## config.mk

```make
export PLATFORM = sky130hd
export DESIGN_NAME = fhs_top
export DESIGN_NICKNAME = d
export VERILOG_FILES = /design/src/rtl/fhs_pkg.sv /design/src/rtl/fhs_ctrl.sv /design/src/rtl/fhs_seq.sv /design/src/rtl/fhs_status.sv /design/src/rtl/fhs_top.sv
export SDC_FILE = /design/constraint.sdc
export NUM_CORES = 1
export LEC_CHECK = 0
export BUFFER_PORTS_ARGS = -buffer_cell sky130_fd_sc_hd__buf_2
export CORE_MARGIN = 2
export CORE_UTILIZATION = 42
export DETAILED_ROUTE_END_ITERATION = 16
export PLACE_DENSITY = 0.84
export SLEW_MARGIN = 20
export SYNTH_ARGS = -nofsm -noshare
export SYNTH_HDL_FRONTEND = slang
export SYNTH_SLANG_ARGS = --single-unit
```

## constraint.sdc

```tcl
create_clock -name clk -period 1.52 [get_ports clk]
set_input_delay 0.228 -clock clk [delete_from_list [all_inputs] [get_ports clk]]
set_output_delay 0.228 -clock clk [all_outputs]
set_load 0.02 [all_outputs]
```

## src/rtl/fhs_pkg.sv

```systemverilog
package fhs_pkg;

    localparam int BYTE_W = 8;

    // flash opcodes
    localparam logic [BYTE_W-1:0] OPC_RDSR = 8'h05;
    localparam logic [BYTE_W-1:0] OPC_WREN = 8'h06;

    // register indexes
    localparam logic [1:0] ADDR_CTRL1 = 2'd0;
    localparam logic [1:0] ADDR_CTRL2 = 2'd1;
    localparam logic [1:0] ADDR_STAT  = 2'd2;

    // control 1 fields
    localparam int C1_SWMODE  = 28;

    // control 2 fields
    localparam int C2_IEN_TF  = 8;
    localparam int C2_IEN_WC  = 9;
    localparam int C2_GO_RDSR = 10;
    localparam int C2_GO_WREN = 11;
    localparam int C2_BANK_LO = 12;

    // status fields
    localparam int ST_TFF     = 8;
    localparam int ST_WCF     = 9;
    localparam int ST_ERR_LO  = 10;
    localparam int ST_WM_LO   = 12;

    typedef enum logic [1:0] {
        SQ_IDLE  = 2'd0,
        SQ_ISSUE = 2'd1,
        SQ_WAIT  = 2'd2
    } seq_state_e;

    typedef enum logic {
        CMD_RDSR = 1'b0,
        CMD_WREN = 1'b1
    } cmd_e;

endpackage

```

## src/rtl/fhs_ctrl.sv

```systemverilog
module fhs_ctrl
    import fhs_pkg::*;
#(
    parameter int BANK_W = 2
) (
    input  logic              clk,
    input  logic              rst_n,
    input  logic              wr_c1,
    input  logic              wr_c2,
    input  logic              w_sw,
    input  logic              w_go_rdsr,
    input  logic              w_go_wren,
    input  logic              w_ien_tf,
    input  logic              w_ien_wc,
    input  logic [BANK_W-1:0] w_bank,
    input  logic              seq_busy,
    output logic              sw_mode,
    output logic              ien_tf,
    output logic              ien_wc,
    output logic [BANK_W-1:0] bank_sel,
    output logic              launch,
    output cmd_e              launch_cmd,
    output logic [BANK_W-1:0] launch_bank
);

    typedef struct packed {
        logic              sw;
        logic              ien_tf;
        logic              ien_wc;
        logic [BANK_W-1:0] bank;
    } ctrl_t;

    ctrl_t ctrl_d, ctrl_q;

    always_comb begin
        ctrl_d = ctrl_q;
        if (wr_c1) begin
            ctrl_d.sw = w_sw;
        end
        if (wr_c2) begin
            ctrl_d.ien_tf = w_ien_tf;
            ctrl_d.ien_wc = w_ien_wc;
            ctrl_d.bank   = w_bank;
        end
    end

    always_ff @(posedge clk or negedge rst_n) begin
        if (!rst_n) begin
            ctrl_q <= '0;
        end else begin
            ctrl_q <= ctrl_d;
        end
    end

    // a command starts only from hardware mode and only when the sequencer is free
    assign launch      = wr_c2 && (w_go_rdsr || w_go_wren) && !ctrl_q.sw && !seq_busy;
    assign launch_cmd  = w_go_rdsr ? CMD_RDSR : CMD_WREN;
    assign launch_bank = w_bank;

    assign sw_mode  = ctrl_q.sw;
    assign ien_tf   = ctrl_q.ien_tf;
    assign ien_wc   = ctrl_q.ien_wc;
    assign bank_sel = ctrl_q.bank;

endmodule

```

## src/rtl/fhs_seq.sv

```systemverilog
module fhs_seq
    import fhs_pkg::*;
#(
    parameter int BANK_W = 2
) (
    input  logic              clk,
    input  logic              rst_n,
    input  logic              launch,
    input  cmd_e              launch_cmd,
    input  logic [BANK_W-1:0] launch_bank,
    input  logic              shf_ack,
    input  logic              shf_done,
    input  logic [BYTE_W-1:0] shf_rxdata,
    output logic              shf_req,
    output logic [BYTE_W-1:0] shf_opcode,
    output logic [BANK_W-1:0] shf_bank,
    output logic              shf_rx_bytes,
    output logic              busy,
    output cmd_e              busy_cmd,
    output logic              cmpl,
    output cmd_e              cmpl_cmd,
    output logic [BANK_W-1:0] cmpl_bank,
    output logic [BYTE_W-1:0] cmpl_byte
);

    typedef struct packed {
        seq_state_e        st;
        cmd_e              cmd;
        logic [BANK_W-1:0] bank;
    } seq_t;

    seq_t seq_d, seq_q;

    always_comb begin
        seq_d = seq_q;
        unique case (seq_q.st)
            SQ_IDLE: begin
                if (launch) begin
                    seq_d.st   = SQ_ISSUE;
                    seq_d.cmd  = launch_cmd;
                    seq_d.bank = launch_bank;
                end
            end
            SQ_ISSUE: begin
                if (shf_ack) begin
                    seq_d.st = SQ_WAIT;
                end
            end
            SQ_WAIT: begin
                if (shf_done) begin
                    seq_d.st = SQ_IDLE;
                end
            end
            default: seq_d.st = SQ_IDLE;
        endcase
    end

    always_ff @(posedge clk or negedge rst_n) begin
        if (!rst_n) begin
            seq_q <= '{st: SQ_IDLE, cmd: CMD_RDSR, bank: '0};
        end else begin
            seq_q <= seq_d;
        end
    end

    assign shf_req      = (seq_q.st == SQ_ISSUE);
    assign shf_opcode   = (seq_q.cmd == CMD_RDSR) ? OPC_RDSR : OPC_WREN;
    assign shf_bank     = seq_q.bank;
    assign shf_rx_bytes = (seq_q.cmd == CMD_RDSR);

    assign busy      = (seq_q.st != SQ_IDLE);
    assign busy_cmd  = seq_q.cmd;
    assign cmpl      = (seq_q.st == SQ_WAIT) && shf_done;
    assign cmpl_cmd  = seq_q.cmd;
    assign cmpl_bank = seq_q.bank;
    assign cmpl_byte = shf_rxdata;

    AST_REQ_HELD: assert property (@(posedge clk) disable iff (!rst_n)
        shf_req && !shf_ack |=> shf_req);
    AST_REQ_FIELDS_STABLE: assert property (@(posedge clk) disable iff (!rst_n)
        shf_req && !shf_ack |=> $stable(shf_opcode) && $stable(shf_bank));
    AST_WREN_NO_RX: assert property (@(posedge clk) disable iff (!rst_n)
        shf_req && (shf_opcode == OPC_WREN) |-> !shf_rx_bytes);
    AST_NO_LAUNCH_WHEN_BUSY: assert property (@(posedge clk) disable iff (!rst_n)
        busy |-> !launch);

endmodule

```

## src/rtl/fhs_status.sv

```systemverilog
module fhs_status
    import fhs_pkg::*;
#(
    parameter int NUM_BANKS = 4,
    parameter int BANK_W    = 2
) (
    input  logic                 clk,
    input  logic                 rst_n,
    input  logic                 wr_st,
    input  logic [3:0]           w_keep,
    input  logic                 cmpl,
    input  cmd_e                 cmpl_cmd,
    input  logic [BANK_W-1:0]    cmpl_bank,
    input  logic [BYTE_W-1:0]    cmpl_byte,
    input  logic                 wc_evt,
    input  logic [BANK_W-1:0]    wc_bank,
    input  logic [1:0]           err_evt,
    output logic [BYTE_W-1:0]    flash_byte,
    output logic                 tff,
    output logic                 wcf,
    output logic [1:0]           err,
    output logic [NUM_BANKS-1:0] wm
);

    typedef struct packed {
        logic [BYTE_W-1:0]    fbyte;
        logic                 tff;
        logic                 wcf;
        logic [1:0]           err;
        logic [NUM_BANKS-1:0] wm;
    } stat_t;

    stat_t stat_d, stat_q;

    always_comb begin
        stat_d = stat_q;
        // software clear: a zero in the written word drops the flag
        if (wr_st) begin
            stat_d.tff = stat_q.tff & w_keep[0];
            stat_d.wcf = stat_q.wcf & w_keep[1];
            stat_d.err = stat_q.err & w_keep[3:2];
        end
        // hardware sets come after, so they win over a clear in the same cycle
        if (cmpl) begin
            stat_d.tff = 1'b1;
            if (cmpl_cmd == CMD_RDSR) begin
                stat_d.fbyte           = cmpl_byte;
                stat_d.wm[cmpl_bank]   = cmpl_byte[1];
            end
        end
        if (wc_evt) begin
            stat_d.wcf         = 1'b1;
            stat_d.wm[wc_bank] = 1'b0;
        end
        stat_d.err = stat_d.err | err_evt;
    end

    always_ff @(posedge clk or negedge rst_n) begin
        if (!rst_n) begin
            stat_q <= '0;
        end else begin
            stat_q <= stat_d;
        end
    end

    assign flash_byte = stat_q.fbyte;
    assign tff        = stat_q.tff;
    assign wcf        = stat_q.wcf;
    assign err        = stat_q.err;
    assign wm         = stat_q.wm;

    AST_TFF_AFTER_DONE: assert property (@(posedge clk) disable iff (!rst_n)
        cmpl |=> tff);
    AST_TFF_ONLY_FROM_DONE: assert property (@(posedge clk) disable iff (!rst_n)
        $rose(tff) |-> $past(cmpl));
    AST_WC_SETS_AND_CLEARS: assert property (@(posedge clk) disable iff (!rst_n)
        wc_evt |=> wcf && !wm[$past(wc_bank)]);

    for (genvar g = 0; g < NUM_BANKS; g++) begin : g_wm_chk
        AST_WM_FROM_READ: assert property (@(posedge clk) disable iff (!rst_n)
            cmpl && (cmpl_cmd == CMD_RDSR) && (cmpl_bank == BANK_W'(g))
            && !(wc_evt && (wc_bank == BANK_W'(g)))
            |=> wm[g] == $past(cmpl_byte[1]));
    end

endmodule

```

## src/rtl/fhs_top.sv

```systemverilog
module fhs_top
    import fhs_pkg::*;
#(
    parameter int NUM_BANKS = 4,
    parameter int BANK_W    = $clog2(NUM_BANKS)
) (
    input  logic              clk,
    input  logic              rst_n,
    input  logic              bus_wr,
    input  logic [1:0]        bus_addr,
    input  logic [31:0]       bus_wdata,
    output logic [31:0]       bus_rdata,
    output logic              shf_req,
    output logic [7:0]        shf_opcode,
    output logic [BANK_W-1:0] shf_bank,
    output logic              shf_rx_bytes,
    input  logic              shf_ack,
    input  logic              shf_done,
    input  logic [7:0]        shf_rxdata,
    input  logic              wc_evt,
    input  logic [BANK_W-1:0] wc_bank,
    input  logic [1:0]        err_evt,
    output logic              irq
);

    logic              wr_c1, wr_c2, wr_st;
    logic              sw_mode, ien_tf, ien_wc;
    logic [BANK_W-1:0] bank_sel;
    logic              launch;
    cmd_e              launch_cmd;
    logic [BANK_W-1:0] launch_bank;
    logic              busy;
    cmd_e              busy_cmd;
    logic              cmpl;
    cmd_e              cmpl_cmd;
    logic [BANK_W-1:0] cmpl_bank;
    logic [7:0]        cmpl_byte;
    logic [7:0]        flash_byte;
    logic              tff, wcf;
    logic [1:0]        err;
    logic [NUM_BANKS-1:0] wm;

    assign wr_c1 = bus_wr && (bus_addr == ADDR_CTRL1);
    assign wr_c2 = bus_wr && (bus_addr == ADDR_CTRL2);
    assign wr_st = bus_wr && (bus_addr == ADDR_STAT);

    fhs_ctrl #(.BANK_W(BANK_W)) u_ctrl (
        .clk         (clk),
        .rst_n       (rst_n),
        .wr_c1       (wr_c1),
        .wr_c2       (wr_c2),
        .w_sw        (bus_wdata[C1_SWMODE]),
        .w_go_rdsr   (bus_wdata[C2_GO_RDSR]),
        .w_go_wren   (bus_wdata[C2_GO_WREN]),
        .w_ien_tf    (bus_wdata[C2_IEN_TF]),
        .w_ien_wc    (bus_wdata[C2_IEN_WC]),
        .w_bank      (bus_wdata[C2_BANK_LO +: BANK_W]),
        .seq_busy    (busy),
        .sw_mode     (sw_mode),
        .ien_tf      (ien_tf),
        .ien_wc      (ien_wc),
        .bank_sel    (bank_sel),
        .launch      (launch),
        .launch_cmd  (launch_cmd),
        .launch_bank (launch_bank)
    );

    fhs_seq #(.BANK_W(BANK_W)) u_seq (
        .clk          (clk),
        .rst_n        (rst_n),
        .launch       (launch),
        .launch_cmd   (launch_cmd),
        .launch_bank  (launch_bank),
        .shf_ack      (shf_ack),
        .shf_done     (shf_done),
        .shf_rxdata   (shf_rxdata),
        .shf_req      (shf_req),
        .shf_opcode   (shf_opcode),
        .shf_bank     (shf_bank),
        .shf_rx_bytes (shf_rx_bytes),
        .busy         (busy),
        .busy_cmd     (busy_cmd),
        .cmpl         (cmpl),
        .cmpl_cmd     (cmpl_cmd),
        .cmpl_bank    (cmpl_bank),
        .cmpl_byte    (cmpl_byte)
    );

    fhs_status #(.NUM_BANKS(NUM_BANKS), .BANK_W(BANK_W)) u_status (
        .clk        (clk),
        .rst_n      (rst_n),
        .wr_st      (wr_st),
        .w_keep     (bus_wdata[ST_TFF +: 4]),
        .cmpl       (cmpl),
        .cmpl_cmd   (cmpl_cmd),
        .cmpl_bank  (cmpl_bank),
        .cmpl_byte  (cmpl_byte),
        .wc_evt     (wc_evt),
        .wc_bank    (wc_bank),
        .err_evt    (err_evt),
        .flash_byte (flash_byte),
        .tff        (tff),
        .wcf        (wcf),
        .err        (err),
        .wm         (wm)
    );

    always_comb begin
        bus_rdata = '0;
        unique case (bus_addr)
            ADDR_CTRL1: bus_rdata[C1_SWMODE] = sw_mode;
            ADDR_CTRL2: begin
                bus_rdata[C2_IEN_TF]               = ien_tf;
                bus_rdata[C2_IEN_WC]               = ien_wc;
                bus_rdata[C2_GO_RDSR]              = busy && (busy_cmd == CMD_RDSR);
                bus_rdata[C2_GO_WREN]              = busy && (busy_cmd == CMD_WREN);
                bus_rdata[C2_BANK_LO +: BANK_W]    = bank_sel;
            end
            ADDR_STAT: begin
                bus_rdata[7:0]                     = flash_byte;
                bus_rdata[ST_TFF]                  = tff;
                bus_rdata[ST_WCF]                  = wcf;
                bus_rdata[ST_ERR_LO +: 2]          = err;
                bus_rdata[ST_WM_LO +: NUM_BANKS]   = wm;
            end
            default: bus_rdata = '0;
        endcase
    end

    assign irq = (ien_tf && tff) || (ien_wc && wcf);

    AST_SW_MODE_BLOCKS: assert property (@(posedge clk) disable iff (!rst_n)
        sw_mode && !shf_req |=> !shf_req);
    AST_IRQ_NEEDS_FLAG: assert property (@(posedge clk) disable iff (!rst_n)
        irq |-> tff || wcf);

endmodule

```

==> summary.md, run 1 <==
| Metric | Value |
|---|---|
| Inserted Clock Buffers | `3` |
| DP Cell Count | `264` |
| Fin. max-slew vios | `0` |
| Element type at the critical path end | `register` |
| Post-Synthesis Cells | `165` |
| Setup violators final | `0` |
| Layout Skew | `0.003706 ns` |
| Simple-gate area share of the yosys netlist | `0.2500` |
| Compound-Gate Fraction of Synth Area | `0.08929` |
| Hold Crit Depth | `2` |
| Startpoint types | `register` |
| Clk sinks | `26` |
| Minimum clock period | `1.462 ns` |
| Vias in the first global route | `1243` |
| Mapped Area | `1541 µm²` |
| Dpl cell area | `1817 µm²` |
| Largest cells by area after synthesis | `dfrtp_1 (42%), buf_4 (12%), nand2_1 (7.8%)` |
| Worst vdd ir | `0.6328 mV` |
| Initial cell density of the core | `0.4275` |
| Fin area | `1946 µm²` |
| Initial antenna violation count | `0` |
| Crit path DAT | `1.63 ns` |
| I/O Buffers | `50` |
| Critical path depth in cells | `4` |
| Worst Hold Class | `primary input to register` |
| Part of the power in registers | `0.427` |
| CP max-delay cell | `dfrtp_2` |
| Cell accounting for the most synthesized area | `dfrtp_1` |
| Final WL | `3259 µm` |
| Critical Path RT | `1.68 ns` |
| Clk slew on worst S/H paths | `0.09 ns` |
| Clk pwr share | `0.248` |
| Routability cong. | `0.8375` |
| Root Driver | `clkbuf_8` |
| Largest net degree at the start of global routing | `27` |
| Antenna violation net count after detailed routing | `0` |
| Power Dens Cells | `1197 nW/µm²` |
| CP max stage delay | `0.44 ns` |
| DIE WIDTH | `64.58 µm` |
| Layout area overhead | `26.22%` |
| Yosys top cell area share | `0.4221` |
| Synth warn | `0` |
| Flops & latches, synth | `26` |
| Pleak | `1.031 nW` |
| CP delay by family, top | `flip-flops` |
| Asr flop ratio synth | `1.000` |
| RSZ-0062 raised after global routing | `true` |
| Run status | `completed` |
| Ys flop type | `dfrtp_1` |
| Clk Latency, worst-skew pair | `0.27 ns` |
| Pre-Repair DR Iteration Count | `4` |
| Finished Layout Cells | `272` |
| Remaining DRCs | `0` |
| TritonCTS clock tree | `yes` |
| Die Y-Extent | `64.58 µm` |
| Layout cell share with drive strength beyond 1 | `0.3750` |
| Max-cap viol count | `0` |
| Cell Rows | `22` |
| Critical path type | `register to register` |
| Via/cell ratio | `4.559` |
| Top Ports | `97` |
| Setup tns final | `0 ns` |
| CP bufs+invs | `1` |
| Internal power | `1.542 mW` |
| Syn Area/Cell | `9.342 µm²` |
| Adder-Cell Fraction of Synth Area | `0.02435` |
| Final Hold Viols | `0` |
| Die area | `4171 µm²` |
| Dominant cell by count in the synthesized netlist | `nand2_1` |
| Post-synthesis mux area share | `0.06412` |
| Crit-path cells | `buf_4, nor2_1, nor4b_4, mux2_1` |
| CP max FO | `6` |
| First-pass GRT wire length | `5775 µm` |
| Largest family of logic cells by synthesized area | `simple AND/OR/NAND/NOR gates` |
| Post-synth cell types | `35` |
| Switching share of power | `0.3377` |
| Worst R2R Path Depth | `4` |
| Achievable Freq | `683.9 MHz` |
| Commonest cells in the netlist | `nand2_1 (32), dfrtp_1 (26), buf_4 (25), and2_1 (12), o21ai_0 (9)` |
| XOR/XNOR Fraction of Synth Area | `0` |
| Routed WL per cell | `11.98 µm` |
| Post-synth EDFFs | `0` |
| Max_slew headroom | `0.6120` |
| DRT iter0 DRCs | `41` |
| Final Cycle Share | `0.9620` |
| NetSw | `786.1 µW` |
| Sequential-to-total area share from yosys stat | `0.4221` |
| Gr ovfl total | `0` |
| Longest Clk Path Bufs | `2` |
| Nets | `280` |
| Hpwl dp | `2415 µm` |
| Core Footprint | `3606 µm²` |
| Detailed-route via count | `1240` |
| All-Layer GR Usage | `0.1779` |
| Diodes inserted | `0` |
| Worst-Margin Slew | `0.5821 ns` |
| H-tree levels | `1` |
| Gate power share | `0.325` |
==> final timing paths <==
kind                                          endpoint              startpoint  slack, ns
worst max-delay path                u_seq.cmpl_bank[1]          u_seq.seq_q[3]       0.06
worst min-delay path                   u_status.err[1]              err_evt[1]       0.14
worst max register to register      u_seq.cmpl_bank[1]          u_seq.seq_q[3]       0.06
worst min register to register  u_status.flash_byte[7]  u_status.flash_byte[7]       0.47
max in group asynchronous               u_seq.seq_q[4]                   rst_n       0.62
min in group asynchronous       u_status.flash_byte[2]                   rst_n       0.48
==> state kept, by name, indices dropped and copies added, names as in the netlist, 2 cells and up <==
register	flops
u_status.flash_byte	8
u_status.wm	4
u_status.err	2
u_seq.cmpl_bank	2
u_seq.seq_q	2
u_ctrl.bank_sel	2
==> cells by family after synthesis <==
| logic type | Yosys count |
|---|---|
| AOI/OAI and AO/OA | 21 |
| buffers and inverters | 34 |
| DFF | 26 |
| adders and majority gates | 3 |
| other | 2 |
| muxes | 9 |
| and+or+nand+nor | 70 |
==> through the flow <==
stage | total power, mW | hold slack [ns] | util | worst slack [ns]
after CTS | 2.323 | 0.1392 | 0.5364 | 0.01684
final | 2.328 | 0.1353 | 0.5396 | 0.05777
after floorplan | 1.546 | -0.06759 | - | 0.08754
after detailed placement | 1.723 | 0.2570 | 0.5038 | -0.1052
after global routing | 2.485 | 0.1393 | 0.5396 | -0.02859
after global placement | 1.697 | 0.2522 | 0.5038 | -0.1079
==> layout by cell type (no fill, tap or decap), types with 2 or more instances in the layout <==
cell / synthesis / final
nand2_1: 32 / 32
buf_4: 25 / 15
o21ai_0: 9 / 7
dfrtp_1: 26 / 24
buf_2: 2 / 48
clkbuf_8: 0 / 3
nor2b_1: 5 / 5
inv_1: 5 / 5
ha_1: 3 / 2
mux2_2: 5 / 5
a22oi_1: 4 / 3
nand3b_1: 2 / 2
dfrtp_2: 0 / 2
a21oi_1: 2 / 2
nand2b_1: 5 / 5
nor2_1: 4 / 4
and2_1: 12 / 12
mux2i_1: 2 / 2
conb_1: 2 / 21
==> per-layer routing <==
layer	share of wire	track usage	wire length [µm]	vias to the layer above
met2	0.48	0.2891	1555	48
met4	0.027	0.08511	89	0
met5	0	0	0	-
met1	0.44	0.2386	1446	566
li1	-	-	-	620
met3	0.052	0.01736	168	6
==> power groups by stage <==
stage	Sequential [mW]	Combinational [mW]	Clock [mW]
3_3_place_gp	1.01	0.691	0
5_1_grt	1.03	0.852	0.607
3_5_place_dp	1.02	0.706	0
4_1_cts	0.993	0.752	0.578
6_report	0.995	0.756	0.577
2_1_floorplan	0.991	0.555	0
==> worst reg2reg max path, delay by kind of cell, from the launching register on <==
kind | cells | cell delay (ns)
buffers and inverters | 1 | 0.16
flip-flops | 1 | 0.44
multiplexers | 1 | 0.35
AND/OR/NAND/NOR | 2 | 0.40
==> what timing repair did <==
action                                  4_1_cts  5_1_grt
endpoints found under the setup margin        2        7
buffers inserted                              3        0
hold endpoints to repair                     26        0
resized for setup                             7        5
pin swaps                                     1        1
hold buffers                                  1        0
==> area by class of cell <==
cell class	count	area, µm²
clock inverters	1	30.03
flip-flops and latches	26	653.1
multi-input cells	124	759.5
inverters	5	18.77
clock buffers	3	41.29
fillers	338	1660
repair buffers	65	382.9
well taps	48	60.06
No activity file was read; power rests on OpenSTA's default activity.
==> run 2, diff against run 1 <==
--- a/config.mk
+++ b/config.mk
@@ -5,11 +5,12 @@
 export SDC_FILE = /design/constraint.sdc
 export NUM_CORES = 1
 export LEC_CHECK = 0
+export ABC_AREA = 1
 export BUFFER_PORTS_ARGS = -buffer_cell sky130_fd_sc_hd__buf_2
 export CORE_MARGIN = 2
-export CORE_UTILIZATION = 42
+export CORE_UTILIZATION = 43
 export DETAILED_ROUTE_END_ITERATION = 16
-export PLACE_DENSITY = 0.84
+export PLACE_DENSITY = 0.76
 export SLEW_MARGIN = 20
 export SYNTH_ARGS = -nofsm -noshare
 export SYNTH_HDL_FRONTEND = slang
==> summary.md, run 2 <==
| Metric | Value |
|---|---|
| Run status | `completed (unchanged)` |
| Nets | `314 (was 280)` |
| All-Layer GR Usage | `0.1529 (was 0.1779)` |
| Critical path type | `register to output pin (was register to register)` |
| Antenna violation net count after detailed routing | `0 (unchanged)` |
| Initial cell density of the core | `0.4597 (was 0.4275)` |
| First-pass GRT wire length | `5078 µm (was 5775 µm)` |
| Worst Hold Class | `primary input to register (unchanged)` |
| Inserted Clock Buffers | `3 (unchanged)` |
| Post-Synthesis Cells | `208 (was 165)` |
| Ys flop type | `dfrtp_1 (unchanged)` |
| Layout area overhead | `16.33% (was 26.22%)` |
| Final WL | `3020 µm (was 3259 µm)` |
| Highest-count cells in the layout ignoring fill and taps | `nand2_1 (63), buf_2 (48), inv_1 (27), dfrtp_1 (25), conb_1 (21) (was buf_2 (48), nand2_1 (32), dfrtp_1 (24), conb_1 (21), buf_4 (15))` |
| Element type at the critical path end | `output pin (was register)` |
| H-tree levels | `1 (unchanged)` |
| Largest net degree at the start of global routing | `27 (unchanged)` |
| Die Y-Extent | `64.43 µm (was 64.58 µm)` |
| Hold Path Origin | `shf_ack (was err_evt[1])` |
| Mapped Area | `1570 µm² (was 1541 µm²)` |
| Synth warn | `0 (unchanged)` |
| TritonCTS clock tree | `yes (unchanged)` |
| Layout cell share with drive strength beyond 1 | `0.2685 (was 0.3750)` |
| Sequential-to-total area share from yosys stat | `0.4143 (was 0.4221)` |
| Yosys top cell area share | `0.4143 (was 0.4221)` |
| Syn Area/Cell | `7.549 µm² (was 9.342 µm²)` |
| Fin. max-slew vios | `0 (unchanged)` |
| Dominant cell by count in the synthesized netlist | `nand2_1 (unchanged)` |
| Vias in the first global route | `1142 (was 1243)` |
| Fin area | `1827 µm² (was 1946 µm²)` |
| Hpwl dp | `2328 µm (was 2415 µm)` |
| Root Driver | `clkbuf_4 (was clkbuf_8)` |
| Achievable Freq | `689.6 MHz (was 683.9 MHz)` |
| Worst vdd ir | `0.4331 mV (was 0.6328 mV)` |
| Minimum clock period | `1.450 ns (was 1.462 ns)` |
| Critical R2R Launch | `u_seq.seq_q[3] (unchanged)` |
| Cell accounting for the most synthesized area | `dfrtp_1 (unchanged)` |
| Diodes inserted | `0 (unchanged)` |
| Worst-Margin Slew | `0.5629 ns (was 0.5821 ns)` |
| Clk Latency, worst-skew pair | `0.31 ns (was 0.27 ns)` |
| Crit path DAT | `1.22 ns (was 1.63 ns)` |
| Routed WL per cell | `9.967 µm (was 11.98 µm)` |
| Pre-CTS WS | `0.1137 ns (was -0.1052 ns)` |
| Final Cycle Share | `0.9541 (was 0.9620)` |
| Dpl cell area | `1763 µm² (was 1817 µm²)` |
| Max_slew headroom | `0.6247 (was 0.6120)` |
| DRT iter0 DRCs | `40 (was 41)` |
| Routability cong. | `0.8040 (was 0.8375)` |
| Clk slew on worst S/H paths | `0.14 ns (was 0.09 ns)` |
| Flops & latches, synth | `26 (unchanged)` |
| Top Ports | `97 (unchanged)` |
| Core Footprint | `3416 µm² (was 3606 µm²)` |
| Final setup margin | `0.06980 ns (was 0.05777 ns)` |
| Fillers | `375 (was 338)` |
| Gr ovfl total | `0 (unchanged)` |
| Power Dens Cells | `1103 nW/µm² (was 1197 nW/µm²)` |
| Detailed-route via count | `1345 (was 1240)` |
| Initial antenna violation count | `0 (unchanged)` |
| Largest cells by area after synthesis | `dfrtp_1 (41%), nand2_1 (15%), buf_4 (12%) (was dfrtp_1 (42%), buf_4 (12%), nand2_1 (7.8%))` |
| Setup violators final | `0 (unchanged)` |
| Most common cell after layout, fill and taps aside | `nand2_1 (was buf_2)` |
| Worst R2R Path Depth | `6 (was 4)` |
| Setup tns final | `0 ns (unchanged)` |
| Longest Clk Path Bufs | `2 (unchanged)` |
| Hold Crit Depth | `2 (unchanged)` |
| Die area | `4151 µm² (was 4171 µm²)` |
| RSZ-0062 raised after global routing | `false (was true)` |
| CP max FO | `3 (was 6)` |
| Remaining DRCs | `0 (unchanged)` |
| Layout Skew | `0.004348 ns (was 0.003706 ns)` |
| Number of flip-flops in the largest register | `8 (unchanged)` |
| Asr flop ratio synth | `1.000 (unchanged)` |
| Startpoint types | `register (unchanged)` |
| Critical Path RT | `1.29 ns (was 1.68 ns)` |
| Via/cell ratio | `4.439 (was 4.559)` |
| Hold Path End | `u_seq.seq_q[3] (was u_status.err[1])` |
| Post-synth EDFFs | `0 (unchanged)` |
| R2r endpoint | `u_status.wm[2] (was u_seq.cmpl_bank[1])` |
| R2r setup slk | `0.29 ns (was 0.06 ns)` |
| Pleak | `1.105 nW (was 1.031 nW)` |
| I/O Buffers | `50 (unchanged)` |
| Total power | `2.015 mW (was 2.328 mW)` |
| Commonest cells in the netlist | `nand2_1 (64), inv_1 (27), dfrtp_1 (26), buf_4 (25), nor2_1 (13) (was nand2_1 (32), dfrtp_1 (26), buf_4 (25), and2_1 (12), o21ai_0 (9))` |
| Final Hold Viols | `0 (unchanged)` |
| Pre-Repair DR Iteration Count | `4 (unchanged)` |
| Cell Rows | `21 (was 22)` |
| Clk sinks | `26 (unchanged)` |
| Max-cap viol count | `0 (unchanged)` |
| DIE WIDTH | `64.43 µm (was 64.58 µm)` |
| Post-synth cell types | `22 (was 35)` |
| WHS | `0.08578 ns (was 0.1353 ns)` |
[run 2: cell count changes in the layout (fill, tap and decap cells not counted), sizes merged, moves of 4 or more]
cell and delta:
nand2 +32, inv +23, a21oi +12, and2 -12, nor2 +11, nand3 +10, buf -9, mux2 -7
nand2b -5, nor2b -5, a22oi -4
[run 2: worst max path at each step]
stage	depth (start not counted)	start	end
after floorplan	4	u_seq.busy_cmd	bus_rdata[10]
after global placement	8	bus_addr[1]	u_seq.cmpl_bank[0]
after detailed placement	8	bus_addr[1]	u_seq.cmpl_bank[1]
after CTS	5	u_seq.seq_q[3]	bus_rdata[10]
after global routing	4	u_seq.busy_cmd	bus_rdata[10]
final	4	u_seq.busy_cmd	bus_rdata[10]
[run 2: layer usage]
layer	wire, µm	global-route usage	up-vias
li1	-	-	692
met1	1360	0.2087	592
met2	1432	0.2604	59
met3	212	0.02083	2
met4	14	0.03191	0
met5	0	0	-
[run 2: cell families (layout without fill, tap and decap cells)]
logic type,after synthesis,in the layout,synth area share
adders and majority gates,3,3,0.02391
DFF,26,26,0.4143
AOI/OAI and AO/OA,29,29,0.1012
buffers and inverters,57,87,0.2080
other,2,21,0.004783
and+or+nand+nor,91,91,0.2478
[run 2: through the flow]
stage / cells / util
final: 303 / 0.5348
after global routing: 303 / 0.5348
after CTS: 303 / 0.5304
after detailed placement: 297 / 0.5161
after global placement: 297 / 0.5161
after floorplan: 227 / -
[run 2: layout make-up]
type                       count  area (µm²)  share of cell area
clock buffer                   3       22.52             0.01233
inverter                      28       105.1             0.05753
multi-input combinational    144       674.4              0.3692
sequential                    26       651.9              0.3568
tap                           46       57.56             0.03151
timing repair buffer          56       315.3              0.1726
[run 2: what timing repair did]
action                                 in CTS  in global routing
hold buffers                                1                  0
resized for setup                           1                  5
endpoints found under the hold margin      26                  0
setup endpoints to repair                   2                  2
buffers inserted                            2                  0
gates cloned                                0                  0
[run 2: report_power, final]
part           internal, mW  switching (mW)
clock                0.0925           0.192
sequential            0.877           0.110
combinational         0.259           0.484
[run 2: critical path: stages (launching register included)]
cell     delay, ns
dfrtp_2       0.44
inv_1         0.09
nand3_1       0.10
a21oi_2       0.14
buf_4         0.15
